===== config.mk =====
export PLATFORM = sky130hd
export DESIGN_NAME = npc_gate_gen
export DESIGN_NICKNAME = d
export VERILOG_FILES = /design/src/rtl/npc_pkg.sv /design/src/rtl/npc_carrier.sv /design/src/rtl/npc_dt_pair.sv /design/src/rtl/npc_leg.sv /design/src/rtl/npc_gate_gen.sv
export SDC_FILE = /design/constraint.sdc
export NUM_CORES = 2
export LEC_CHECK = 0
export BUFFER_PORTS_ARGS = -buffer_cell sky130_fd_sc_hd__buf_2
export CORE_MARGIN = 1.5
export CORE_UTILIZATION = 40
export CTS_CLUSTER_SIZE = 25
export DETAILED_ROUTE_END_ITERATION = 6
export PLACE_DENSITY = 0.61
export SLEW_MARGIN = 15
export SYNTH_ARGS = -nofsm -noshare
export SYNTH_HDL_FRONTEND = slang
export SYNTH_SLANG_ARGS = --single-unit

===== constraint.sdc =====
create_clock -name clk_i -period 13.11 [get_ports clk_i]
set_input_delay 1.9665 -clock clk_i [delete_from_list [all_inputs] [get_ports clk_i]]
set_output_delay 1.9665 -clock clk_i [all_outputs]
set_load 0.01 [all_outputs]

===== src/rtl/npc_pkg.sv =====
package npc_pkg;
  localparam int NLEG = 3;

  typedef enum logic [1:0] {
    CLP_FREE = 2'd0,
    CLP_POS  = 2'd1,
    CLP_NEG  = 2'd2,
    CLP_MID  = 2'd3
  } clamp_e;

  localparam int SW_T1 = 0;
  localparam int SW_T2 = 1;
  localparam int SW_T3 = 2;
  localparam int SW_T4 = 3;
endpackage


===== src/rtl/npc_carrier.sv =====
module npc_carrier #(
  parameter int CW = 12
) (
  input  logic          clk_i,
  input  logic          rst_ni,
  input  logic [CW-1:0] peak_i,
  output logic [CW-1:0] cnt_o,
  output logic [CW-1:0] peak_o,
  output logic          strobe_o
);
  logic [CW-1:0] cnt_q, peak_q;
  logic          up_q;
  logic          at_zero;

  assign at_zero = (cnt_q == '0);

  always_ff @(posedge clk_i or negedge rst_ni) begin
    if (!rst_ni) begin
      cnt_q  <= '0;
      peak_q <= '0;
      up_q   <= 1'b1;
    end else begin
      if (at_zero) peak_q <= peak_i;
      if (at_zero) begin
        up_q  <= 1'b1;
        cnt_q <= (peak_q != '0) ? CW'(1) : '0;
      end else if (up_q && cnt_q >= peak_q) begin
        up_q  <= 1'b0;
        cnt_q <= cnt_q - CW'(1);
      end else begin
        cnt_q <= up_q ? cnt_q + CW'(1) : cnt_q - CW'(1);
      end
    end
  end

  assign cnt_o    = cnt_q;
  assign peak_o   = peak_q;
  assign strobe_o = at_zero || (cnt_q == peak_q);

  assert_cnt_in_range_R1: assert property (@(posedge clk_i) disable iff (!rst_ni)
    cnt_q <= peak_q);

  assert_cnt_step_R1: assert property (@(posedge clk_i) disable iff (!rst_ni)
    (cnt_q == $past(cnt_q) + CW'(1)) || (cnt_q == $past(cnt_q) - CW'(1)) ||
    (cnt_q == '0 && $past(cnt_q) == '0));
endmodule


===== src/rtl/npc_dt_pair.sv =====
module npc_dt_pair #(
  parameter int DTW = 8
) (
  input  logic           clk_i,
  input  logic           rst_ni,
  input  logic           run_i,
  input  logic           cmd_i,
  input  logic [DTW-1:0] dead_i,
  output logic           hi_o,
  output logic           lo_o
);
  logic           want_q;
  logic [DTW-1:0] tmr_q;
  logic           idle;

  always_ff @(posedge clk_i or negedge rst_ni) begin
    if (!rst_ni) begin
      want_q <= 1'b0;
      tmr_q  <= '0;
    end else if (!run_i || (cmd_i != want_q)) begin
      want_q <= cmd_i;
      tmr_q  <= dead_i;
    end else if (tmr_q != '0) begin
      tmr_q <= tmr_q - DTW'(1);
    end
  end

  assign idle = (tmr_q == '0);
  assign hi_o = run_i & idle & want_q;
  assign lo_o = run_i & idle & ~want_q;
endmodule


===== src/rtl/npc_leg.sv =====
module npc_leg
  import npc_pkg::*;
#(
  parameter int CW  = 12,
  parameter int RW  = 12,
  parameter int DTW = 8
) (
  input  logic           clk_i,
  input  logic           rst_ni,
  input  logic           run_i,
  input  logic           strobe_i,
  input  logic [CW-1:0]  cnt_i,
  input  logic [CW-1:0]  peak_i,
  input  logic [DTW-1:0] dead_i,
  input  logic [RW:0]    ref_a_i,
  input  logic [RW:0]    ref_b_i,
  input  logic [1:0]     clamp_i,
  output logic [3:0]     gate_o
);
  localparam int PW = RW + CW + 2;
  localparam logic [RW:0] ONE = {1'b1, {RW{1'b0}}};

  logic [1:0][RW:0] ref_in;
  logic [1:0][CW:0] thr_q;
  logic [1:0]       hit;
  logic [1:0]       cmd;
  clamp_e           clp_q;

  assign ref_in[0] = ref_a_i;
  assign ref_in[1] = ref_b_i;

  for (genvar k = 0; k < 2; k++) begin : g_ref
    logic [RW:0]   sat;
    logic [PW-1:0] prod;
    assign sat  = (ref_in[k] > ONE) ? ONE : ref_in[k];
    assign prod = PW'(sat) * PW'({1'b0, peak_i} + (CW+1)'(1));

    always_ff @(posedge clk_i or negedge rst_ni) begin
      if (!rst_ni)       thr_q[k] <= '0;
      else if (strobe_i) thr_q[k] <= prod[RW +: CW+1];
    end

    assign hit[k] = thr_q[k] > {1'b0, cnt_i};
  end

  always_ff @(posedge clk_i or negedge rst_ni) begin
    if (!rst_ni)       clp_q <= CLP_FREE;
    else if (strobe_i) clp_q <= clamp_e'(clamp_i);
  end

  // inner forced on while outer is on: keeps T1 and T4 apart
  always_comb begin
    unique case (clp_q)
      CLP_POS: cmd = 2'b11;
      CLP_NEG: cmd = 2'b00;
      CLP_MID: cmd = 2'b10;
      default: cmd = {hit[1] | hit[0], hit[0]};
    endcase
  end

  for (genvar k = 0; k < 2; k++) begin : g_pair
    npc_dt_pair #(.DTW(DTW)) i_pair (
      .clk_i  (clk_i),
      .rst_ni (rst_ni),
      .run_i  (run_i),
      .cmd_i  (cmd[k]),
      .dead_i (dead_i),
      .hi_o   (gate_o[k]),
      .lo_o   (gate_o[k+2])
    );
  end

  assert_no_shoot_R6: assert property (@(posedge clk_i) disable iff (!rst_ni)
    !(gate_o[SW_T1] && gate_o[SW_T4]));

  assert_ref_hold_R3: assert property (@(posedge clk_i) disable iff (!rst_ni)
    !$past(strobe_i) |-> ($stable(thr_q) && $stable(clp_q)));
endmodule


===== src/rtl/npc_gate_gen.sv =====
module npc_gate_gen
  import npc_pkg::*;
#(
  parameter int CW  = 12,
  parameter int RW  = 12,
  parameter int DTW = 8
) (
  input  logic                 clk_i,
  input  logic                 rst_ni,
  input  logic                 en_i,
  input  logic [CW-1:0]        peak_i,
  input  logic [DTW-1:0]       dead_i,
  input  logic [NLEG-1:0][RW:0] ref_a_i,
  input  logic [NLEG-1:0][RW:0] ref_b_i,
  input  logic [NLEG-1:0][1:0]  clamp_i,
  output logic [NLEG-1:0][3:0]  gate_o
);
  logic          run_q;
  logic [CW-1:0] cnt, peak;
  logic          strobe;

  always_ff @(posedge clk_i or negedge rst_ni) begin
    if (!rst_ni) run_q <= 1'b0;
    else         run_q <= en_i;
  end

  npc_carrier #(.CW(CW)) i_carrier (
    .clk_i    (clk_i),
    .rst_ni   (rst_ni),
    .peak_i   (peak_i),
    .cnt_o    (cnt),
    .peak_o   (peak),
    .strobe_o (strobe)
  );

  for (genvar l = 0; l < NLEG; l++) begin : g_leg
    npc_leg #(.CW(CW), .RW(RW), .DTW(DTW)) i_leg (
      .clk_i    (clk_i),
      .rst_ni   (rst_ni),
      .run_i    (run_q),
      .strobe_i (strobe),
      .cnt_i    (cnt),
      .peak_i   (peak),
      .dead_i   (dead_i),
      .ref_a_i  (ref_a_i[l]),
      .ref_b_i  (ref_b_i[l]),
      .clamp_i  (clamp_i[l]),
      .gate_o   (gate_o[l])
    );
  end

  assert_disable_off_R8: assert property (@(posedge clk_i) disable iff (!rst_ni)
    !$past(en_i) |-> (gate_o == '0));
endmodule


==> flow_results.org <==
** Yosys
- Fraction of synthesized cell area taken by the top area cell type :: 35.6%
- The synthesized design spends more area on one cell type than any other, namely fa_1.
- Syn Area/Cell :: 8.49 um^2
- Counting flops with a built-in enable in the synthesized netlist gives 0.
- For this run, the leading register cell type out of synthesis is dfrtp_1.
- The synthesized netlist devotes 18.0% of its cell area to simple gates.
- In the synthesized netlist, the number of instances is 4,735.
- Yosys attributes the largest share of cell area to fa_1 (36%), ha_1 (15%), dfrtp_1 (10%).
- Main combinational cell family by area after synthesis :: adder cells
- Post-synth net total :: 6,034
- Synth warn :: 0
- Sequential share of the synthesized area :: 10.2%
- Post-synthesis async set-or-reset flop share :: 100%
- After synthesis the netlist holds a flip-flop and latch count of 164.
- Count of distinct cell types in the synthesized netlist :: 87
- Summing the areas of all compound-gate instances in the mapped netlist gives 5.44% of the synthesized area.
- The portion of synthesized area spent on multiplexers is 1.57%.
- Of the total synthesized cell area, the portion taken by XOR and XNOR cells is 3.12%.
- After Yosys synthesis, full adders, half adders and majority gates account for 50.4% of the synthesized area.
- Summing every instance area after synthesis gives 0.0402 mm^2.

** Drt
- The first TritonRoute pass finished after 5 iterations.
- Routed length per instance :: 18.6 um
- In this run the remaining antenna-violating nets after routing total 0.
- In the routed layout, each cell is associated on average with a via count of 5.14.
- For this block, the initial DRC count from the detailed router was 2,055.
- Via count :: 30,819
- DRC errors left :: 0
- Final WL :: 111 mm

** Worst setup path
- Worst endpoint data arrival time :: 8.63 ns
- Counting cells, the worst reg-to-reg path comes to 28.
- Along the worst path, the maximum fanout reaches 39.
- Setup slack on the worst reg-to-reg path comes out at 4.78 ns.
- Delay of the slowest cell on the worst path :: 0.67 ns
- The worst register-to-register path begins at i_carrier.peak_o[0].
- STA classifies the critical path startpoint as a flop.
- For the worst setup path, the data required time is 13.42 ns.
- The slowest stage of the critical path is the nor4_1 cell.
- The critical path is of the flop to flop type.
- STA classifies the critical path endpoint as a flop.
- Reg2Reg Capture Point :: g_leg[1].i_leg.thr_q[12]
- Setup crit end :: g_leg[1].i_leg.thr_q[12]
- Worst setup startpoint :: i_carrier.peak_o[0]
- Among the stages of the critical path, the cell type that occurs most often is fa_1.

** Clock network
- Clock-pin slew was measured on the worst setup and hold paths at 0.07 ns.
- The root buffer cell chosen for the clock tree is clkbuf_16.
- After clock tree synthesis, the flow added hold-fix buffers numbering 0.
- The H-tree generated during clock tree synthesis spans 4 levels.
- The longest clock path from root to sink contains 2 buffers.
- Once the clock tree was built, the setup fixing pass inserted 0 buffers.
- Count of instances resized after the clock tree is built :: 0
- For the worst-skew pair, the clock arrives at the later sink with an insertion delay of 0.47 ns.
- Number of clock sinks :: 164
- Counting the buffers created by CTS gives 17.
- CTS tree :: built

** STA
- Setup Skew :: 0.0155 ns
- Slew margin rel. :: 25.5%
- Fin Setup TNS :: 0 ns
- Unrepaired setup endpoints after global routing :: no
- Fin crit share :: 63.5%
- Timing would allow up to 0.120 GHz.
- At the pin with the least slew margin, the transition time is 1.12 ns.
- Setup violations remaining at the end of the flow were counted as 0.
- Counting I/O delays and the setup requirement, the final critical path takes 8.33 ns.
- Total count of max-transition violations in the final report :: 0
- The final hold violation count was 0.

** Layout
- Compared with the post-synthesis result, the final layout area differs by 5.85%.
- At the end of the flow, the number of nets in the layout was 5,985.
- Leaving out fill and tap cells, the most frequent cells in the layout are inv_1 (967), fa_1 (714), nor2_1 (630).
- Cells with a size suffix above 1 make up 5.49% of the layout.
- Leaving out fill and tap cells, the most frequent cell in the layout is inv_1.
- The number of antenna diodes in the final layout is 0.

** Floorplan
- Area of the core region :: 0.0999 mm^2
- Site Rows :: 116
- Area of the die :: 0.102 mm^2
- Die extent in x :: 320 um
- Effective utilization at floorplan :: 40.3%
- Top-level I/O count :: 119
- Die Y :: 320 um

** Outcome
- The flow ran to the end, and the final reports show no timing, DRC or antenna violations.

** Global route
- Entering global routing, the biggest net connects 102 pins.
- Number of antenna violations at the first check in global routing :: 0
- Total GRT Usage :: 22.4%
- The number of global-route vias before repair came to 31,854.
- First-pass GRT wire length :: 178 mm
- Global route overflow :: 0

** Placement
- Routability congestion estimate :: 0.856
- During placement, the flow inserted port buffers numbering 118.
- Half-perimeter wire length after placement :: 82.6 mm

** Job
- Across the run, the number of max-cap violations was 0.

** Hold path
- HP Start :: g_leg[1].i_leg.thr_q[23]
- The worst hold path was traced through 2 stages.
- Tightest Hold Check Type :: flop to flop
-- how the worst min path moves through the flow --
stage                                                         to  slack [ns]
after global routing                    g_leg[1].i_leg.thr_q[23]        0.52
after global placement                  g_leg[2].i_leg.thr_q[13]        0.48
final                                   g_leg[1].i_leg.thr_q[23]        0.49
after detailed placement                 g_leg[0].i_leg.thr_q[3]        0.48
after CTS                                g_leg[0].i_leg.thr_q[3]        0.50
after floorplan           g_leg[1].i_leg.g_pair[0].i_pair.want_q        0.44
-- synth_stat cells, types with 20 or more instances --
cell type,n
nor2_1,631
nand4_1,20
inv_1,967
o21ai_1,33
clkbuf_1,156
a21oi_1,107
a21o_1,32
nand2_1,599
mux2_1,30
nand3_1,50
and2_1,37
ha_1,478
nor4_1,23
dfrtp_1,163
xnor2_1,97
o21ai_0,45
xor2_1,46
nand2b_1,98
nor3_1,44
fa_1,714
and3_1,21
nor2b_1,82
o21a_1,21
buf_1,31
-- logic make-up (layout without fill, tap and decap cells) --
| group | after synthesis | in the layout |
|---|---|---|
| AOI/OAI and AO/OA | 336 | 336 |
| xor gates and xnor gates | 143 | 143 |
| muxes | 57 | 57 |
| adders and majority gates | 1192 | 1192 |
| and+or+nand+nor | 1655 | 1655 |
| DFF | 164 | 164 |
| buffers and inverters | 1188 | 1152 |
-- worst max-delay path: cells and delay by family (launching register included) --
family / cells / cell delay (ns)
xor gates and xnor gates: 2 / 0.32
and+or+nand+nor: 5 / 1.58
AOI/OAI and AO/OA: 9 / 1.95
buffers and inverters: 6 / 1.22
DFF: 1 / 0.36
adders and majority gates: 6 / 2.73
-- metal layers --
metal	routed length [um]	share of wire, %	vias up	GRT usage, %
met5	0	0	-	0
met4	2410	2.2	0	4.90
met3	7070	6.3	137	2.73
met2	53100	48	963	37.9
met1	48700	44	15484	30.6
li1	-	-	14235	-
-- stage by stage --
| stage | cell area (um^2) | worst slack [ns] | util, % | std cells | hold slack (ns) |
|---|---|---|---|---|---|
| 2_1_floorplan | 40200 | 5.47 | - | 4735 | 0.440 |
| 6_report | 42500 | 4.78 | 42.6 | 5997 | 0.487 |
| 5_1_grt | 42500 | 4.30 | 42.6 | 5997 | 0.523 |
| 3_5_place_dp | 42000 | 4.58 | 42.0 | 5965 | 0.479 |
| 3_3_place_gp | 42000 | 4.73 | 42.0 | 5965 | 0.476 |
| 4_1_cts | 42500 | 4.77 | 42.6 | 5997 | 0.496 |
-- final cells by class --
cell class / instances / area [um^2]
fillers: 10003 / 57300
multi-input cells: 3383 / 31700
flip-flops and latches: 164 / 4110
inverters: 970 / 3640
well taps: 1298 / 1620
repair buffers: 150 / 837
clock buffers: 18 / 439
clock inverters: 14 / 151
-- state kept, by name (all words and copies together), names as in the netlist --
signal / flops
i_carrier.peak_o: 12
run_q: 1
g_leg.i_leg.g_pair.i_pair.want_q: 6
g_leg.i_leg.g_pair.i_pair.tmr_q: 48
i_carrier.up_q: 1
g_leg.i_leg.thr_q: 78
i_carrier.cnt_o: 12
g_leg.i_leg.clp_q: 6
Power is left out: the tool's default activity adds up to more than one toggle a clock period on the data nets, which glitch-free logic cannot reach.
